### config.mk
export PLATFORM = sky130hd
export DESIGN_NAME = irq_req_latch
export DESIGN_NICKNAME = d
export VERILOG_FILES = /design/src/rtl/irql_pkg.sv /design/src/rtl/irql_sync.sv /design/src/rtl/irql_mode_reg.sv /design/src/rtl/irql_lane.sv /design/src/rtl/irq_req_latch.sv
export SDC_FILE = /design/constraint.sdc
export NUM_CORES = 1
export LEC_CHECK = 0
export ABC_AREA = 1
export BUFFER_PORTS_ARGS = -buffer_cell sky130_fd_sc_hd__buf_2
export CAP_MARGIN = 20
export CORE_UTILIZATION = 40
export CTS_CLUSTER_DIAMETER = 80
export DETAILED_ROUTE_END_ITERATION = 7
export PLACE_DENSITY_LB_ADDON = 0.15
export SLEW_MARGIN = 20
export SYNTH_ARGS = -nofsm -noshare
export SYNTH_HDL_FRONTEND = slang
export SYNTH_SLANG_ARGS = --single-unit
### constraint.sdc
create_clock -name clk -period 1 [get_ports clk]
set_clock_uncertainty 0.15 [all_clocks]
set_input_delay 0.1 -clock clk [delete_from_list [all_inputs] [get_ports clk]]
set_output_delay 0.1 -clock clk [all_outputs]
set_load 0.1 [all_outputs]
### src/rtl/irql_pkg.sv
package irql_pkg;

    typedef enum logic {
        TRIG_EDGE  = 1'b0,
        TRIG_LEVEL = 1'b1
    } trig_mode_e;

    typedef struct packed {
        logic pend;
        logic prev;
    } lane_state_t;

    typedef struct packed {
        logic       smp;
        logic       ack;
        logic       init;
        trig_mode_e mode;
    } lane_in_t;

    localparam lane_state_t LANE_IDLE = '{pend: 1'b0, prev: 1'b0};

    // Next state of one request line. Init beats everything; in edge mode a
    // fresh rising edge beats a coincident acknowledge.
    function automatic lane_state_t lane_next(lane_state_t cur, lane_in_t in);
        lane_state_t nxt;
        nxt.prev = in.smp;
        if (in.init) begin
            nxt = LANE_IDLE;
        end else if (in.mode == TRIG_LEVEL) begin
            nxt.pend = in.smp;
        end else if (in.smp && !cur.prev) begin
            nxt.pend = 1'b1;
        end else if (in.ack) begin
            nxt.pend = 1'b0;
        end else begin
            nxt.pend = cur.pend;
        end
        return nxt;
    endfunction

endpackage

### src/rtl/irql_sync.sv
module irql_sync #(
    parameter int WIDTH  = 8,
    parameter int STAGES = 2
) (
    input  logic             clk,
    input  logic             rst,
    input  logic [WIDTH-1:0] d_i,
    output logic [WIDTH-1:0] q_o
);
    localparam int LAST = STAGES - 1;

    logic [STAGES-1:0][WIDTH-1:0] stg;

    always_ff @(posedge clk) begin
        if (rst) stg[0] <= '0;
        else     stg[0] <= d_i;
    end

    for (genvar g = 1; g < STAGES; g++) begin : g_stage
        always_ff @(posedge clk) begin
            if (rst) stg[g] <= '0;
            else     stg[g] <= stg[g-1];
        end
    end

    assign q_o = stg[LAST];

endmodule

### src/rtl/irql_mode_reg.sv
module irql_mode_reg #(
    parameter int               WIDTH = 8,
    parameter logic [WIDTH-1:0] WMASK = 8'hF8
) (
    input  logic             clk,
    input  logic             rst,
    input  logic             wr_i,
    input  logic [WIDTH-1:0] wdata_i,
    output logic [WIDTH-1:0] mode_o
);
    logic [WIDTH-1:0] mode_q;

    always_ff @(posedge clk) begin
        if (rst)       mode_q <= '0;
        else if (wr_i) mode_q <= wdata_i & WMASK;
    end

    assign mode_o = mode_q;


    wr_mask_chk: assert property (@(posedge clk) disable iff (rst)
        wr_i |=> (mode_o == ($past(wdata_i) & WMASK)));


    mode_hold_chk: assert property (@(posedge clk) disable iff (rst)
        !wr_i |=> $stable(mode_o));

endmodule

### src/rtl/irql_lane.sv
module irql_lane
    import irql_pkg::*;
(
    input  logic       clk,
    input  logic       rst,
    input  logic       smp_i,
    input  logic       ack_i,
    input  logic       init_i,
    input  trig_mode_e mode_i,
    output logic       pend_o
);
    lane_state_t st_q;
    lane_in_t    lin;

    always_comb begin
        lin.smp  = smp_i;
        lin.ack  = ack_i;
        lin.init = init_i;
        lin.mode = mode_i;
    end

    always_ff @(posedge clk) begin
        if (rst) st_q <= LANE_IDLE;
        else     st_q <= lane_next(st_q, lin);
    end

    assign pend_o = st_q.pend;


    edge_set_chk: assert property (@(posedge clk) disable iff (rst)
        (!init_i && mode_i == TRIG_EDGE && smp_i && !st_q.prev) |=> pend_o);


    edge_hold_chk: assert property (@(posedge clk) disable iff (rst)
        (!init_i && mode_i == TRIG_EDGE && pend_o && !ack_i) |=> pend_o);


    lvl_ack_chk: assert property (@(posedge clk) disable iff (rst)
        (!init_i && mode_i == TRIG_LEVEL && smp_i && ack_i) |=> pend_o);


    init_clr_chk: assert property (@(posedge clk) disable iff (rst)
        init_i |=> (!pend_o && !st_q.prev));

endmodule

### src/rtl/irq_req_latch.sv
module irq_req_latch
    import irql_pkg::*;
#(
    parameter int               LINES       = 8,
    parameter logic [LINES-1:0] MODE_WMASK  = 8'hF8,
    parameter int               SYNC_STAGES = 2
) (
    input  logic             clk,
    input  logic             rst,
    input  logic [LINES-1:0] irq_i,
    input  logic [LINES-1:0] ack_i,
    input  logic             init_i,
    input  logic             mode_wr_i,
    input  logic [LINES-1:0] mode_wdata_i,
    output logic [LINES-1:0] mode_rdata_o,
    output logic [LINES-1:0] pend_o
);
    logic [LINES-1:0] irq_s;
    logic [LINES-1:0] mode_q;

    irql_sync #(
        .WIDTH  (LINES),
        .STAGES (SYNC_STAGES)
    ) u_sync (
        .clk (clk),
        .rst (rst),
        .d_i (irq_i),
        .q_o (irq_s)
    );

    irql_mode_reg #(
        .WIDTH (LINES),
        .WMASK (MODE_WMASK)
    ) u_mode (
        .clk     (clk),
        .rst     (rst),
        .wr_i    (mode_wr_i),
        .wdata_i (mode_wdata_i),
        .mode_o  (mode_q)
    );

    for (genvar g = 0; g < LINES; g++) begin : g_lane
        irql_lane u_lane (
            .clk    (clk),
            .rst    (rst),
            .smp_i  (irq_s[g]),
            .ack_i  (ack_i[g]),
            .init_i (init_i),
            .mode_i (trig_mode_e'(mode_q[g])),
            .pend_o (pend_o[g])
        );
    end

    assign mode_rdata_o = mode_q;


    ack_onehot_chk: assert property (@(posedge clk) disable iff (rst)
        $onehot0(ack_i));


    rst_clear_chk: assert property (@(posedge clk)
        rst |=> (pend_o == '0 && mode_rdata_o == '0));

endmodule

==> results.ini <==
[clocking]
cts_tree = yes
cts_max_path_buffers = 2
clock-root-buffer = clkbuf_4
htree_levels = 2
hold_buffers = 22
cts_made_buffers = 5
cts_sinks = 37
clock_latency_ns = 0.33
clk_pin_slew_ns = 0.10

[hold_path]
min_path_cells = 4
worstHoldStart = init_i
min_path_type = input pin to flop
min_delay_worst_endpoint = g_lane[0].u_lane.pend_o$_SDFFE_PP0P_

[sta]
setup_ws_ns = -0.132
fin_tns_setup_ns = -1.52
min_period_over_period_pct = 113
drv_slew = 0
rsz0062_at_grt = true
fin_crit_ns = 1.13
timing.hold.ws_ns = -0.0755
fmax_mhz = 884
setup_viol = 13
finalHoldViolations = 2

[setup_path]
worstSetupPathDepth = 1
r2r-end = g_lane[5].u_lane.pend_o$_SDFFE_PP0P_
critPathBufInv = 1
crit_arrival_ns = 0.88
cpLargestDelayFamily = flip-flops
slowest_delay_ns = 0.38
r2r_cells = 5
start_kind = flop
r2r_slack_ns = 0.06
worst-path-max-fanout = 2
worst_setup_path_end_kind = primary output
slowest_stage = dfxtp_2
path_class = flop to primary output
cp_cell_sequence = buf_12
cp.required_ns = 0.75
r2r-start = u_mode.mode_o[5]$_SDFFE_PP0P_

[synthesis]
synthAdderAreaFrac_pct = 0
synth_compound_gate_area_share_pct = 1.83
synth_top_cell_by_area = dfxtp_1
synth_top_family_by_area = simple AND/OR/NAND/NOR gates
ys_warn_count = 0
ys_ff_latch = 37
synth_cells = 172
yosysTopAreaCellShare_pct = 54.2
synthMuxAreaShare_pct = 0
synth_cell_types = 12
yosys.area_share.simple_pct = 22.1
synthXorXnorAreaFrac_pct = 0
ys_seq_area_share_pct = 54.2
synthesis.area_sq_um = 1370
avgSynthCellArea_sq_um = 7.94
ys_top_cells_by_area = dfxtp_1 54%, inv_1 11%, buf_4 8.8%

[cells_and_area]
layout-drive-gt1-share_pct = 30.1
layout_commonest_cell = inv_1
nNetsFinal = 256
synthToLayoutAreaGrowth_pct = 50.8
fillerInstances = 286
antenna_cells = 0
mostFrequentLayoutCells = 40 x inv_1, 28 x nor2_1, 24 x dfxtp_1, 24 x buf_2, 23 x nand2_1
final_area_sq_um = 2060
final_cells = 273

[placement]
dp_cells = 238
hpwlAfterDp_microns = 1500
place_congestion = 0.692
port-buffer-count = 37
placed_cell_area_sq_um = 1700

[global_route]
grt_usage_pct = 16.1
grt_max_degree = 22
grt_pass1_wl_microns = 4170
grt_pass1_vias = 1064
antenna_found_initial = 0
grt_overflow = 0

[drt]
viasPerCell = 3.97
wirelength_microns = 2420
dr.pass1.iters = 4
num_vias = 1085
drc = 0
drtIter0Drc = 35
routedWlPerCell_microns = 8.88
ant_nets = 0

[die]
die_y_microns = 60.4
die_width_microns = 60.4
num_rows = 20
design.core.area_sq_um = 3150
start_util_pct = 43.3
io-pin-count = 44
dieArea_sq_um = 3650

[status]
violations = hold timing, setup timing
outcome = complete, but fails checks

[pwr]
power.density_nw_per_um2 = 1410
finalPower_w = 0.00291
leakagePower_nw = 0.972
irDropWorstVdd_v = 0.000918

[run]
cap_violations = 0

## registers in the layout (all words and copies together) (netlist names)
signal / flops
g_lane.u_lane.pend_o: 8
g_lane.u_lane.st_q: 8
u_mode.mode_o: 5
u_sync.q_o: 8
u_sync.stg: 8
## report_power, final
group	internal (W)	switching, W
clock network	0.000408	0.000455
logic	0.000211	0.000287
registers	0.00152	0.0000295
## metrics by stage
stage | util [%] | setup WS [ns]
CTS | 65.1 | -0.148
detailed placement | 53.8 | 0.0951
finish | 65.4 | -0.132
global route | 65.4 | -0.175
global placement | 53.8 | 0.106
floorplan | - | 0.120
## how the worst max path moves through the flow
stage,from,end
detailed placement,init_i,g_lane[7].u_lane.st_q[0]$_SDFF_PP0_
global placement,init_i,g_lane[5].u_lane.pend_o$_SDFFE_PP0P_
floorplan,u_mode.mode_o[3]$_SDFFE_PP0P_,mode_rdata_o[3]
global route,g_lane[4].u_lane.pend_o$_SDFFE_PP0P_,pend_o[4]
finish,g_lane[4].u_lane.pend_o$_SDFFE_PP0P_,pend_o[4]
CTS,g_lane[7].u_lane.pend_o$_SDFFE_PP0P_,pend_o[7]
## cell usage after synthesis
library cell and n:
nor2_1 29, conb_1 1, nand2_1 23, nand3_1 10
buf_6 1, a21oi_1 5, dfxtp_1 37, nor2_4 1
buf_2 2, nand3b_1 6, inv_1 41, buf_4 16
## cell type report
class                      count  area (sq um)  share of cell area [%]
clock buffer                   7          65.1                    3.16
clock inverter                 1          5.00                   0.243
inverter                      41           156                    7.59
multi-input combinational     77           344                    16.7
sequential                    37           769                    37.3
tap                           44          55.1                    2.67
timing repair buffer          66           666                    32.3
## timing repair
action,in CTS,in global routing
endpoints found under the setup margin,13,19
pin swaps,0,0
buffers inserted,5,0
resized for setup,18,4
endpoints found under the hold margin,21,2
## cells by family (layout without fill, tap and decap cells)
group,after synthesis,in the layout
DFF,37,37
AOI/OAI and AO/OA,5,5
other,1,3
and+or+nand+nor,69,69
buffers and inverters,60,115
## layer usage
metal | GRT usage, % | vias to the layer above | part of all wire [%]
met2 | 31.1 | 29 | 52
met5 | 0 | - | 0
li1 | - | 588 | -
met4 | 9.74 | 0 | 2.1
met3 | 4.48 | 7 | 4.2
met1 | 14.8 | 461 | 42
(Power assumes the default switching activity.)
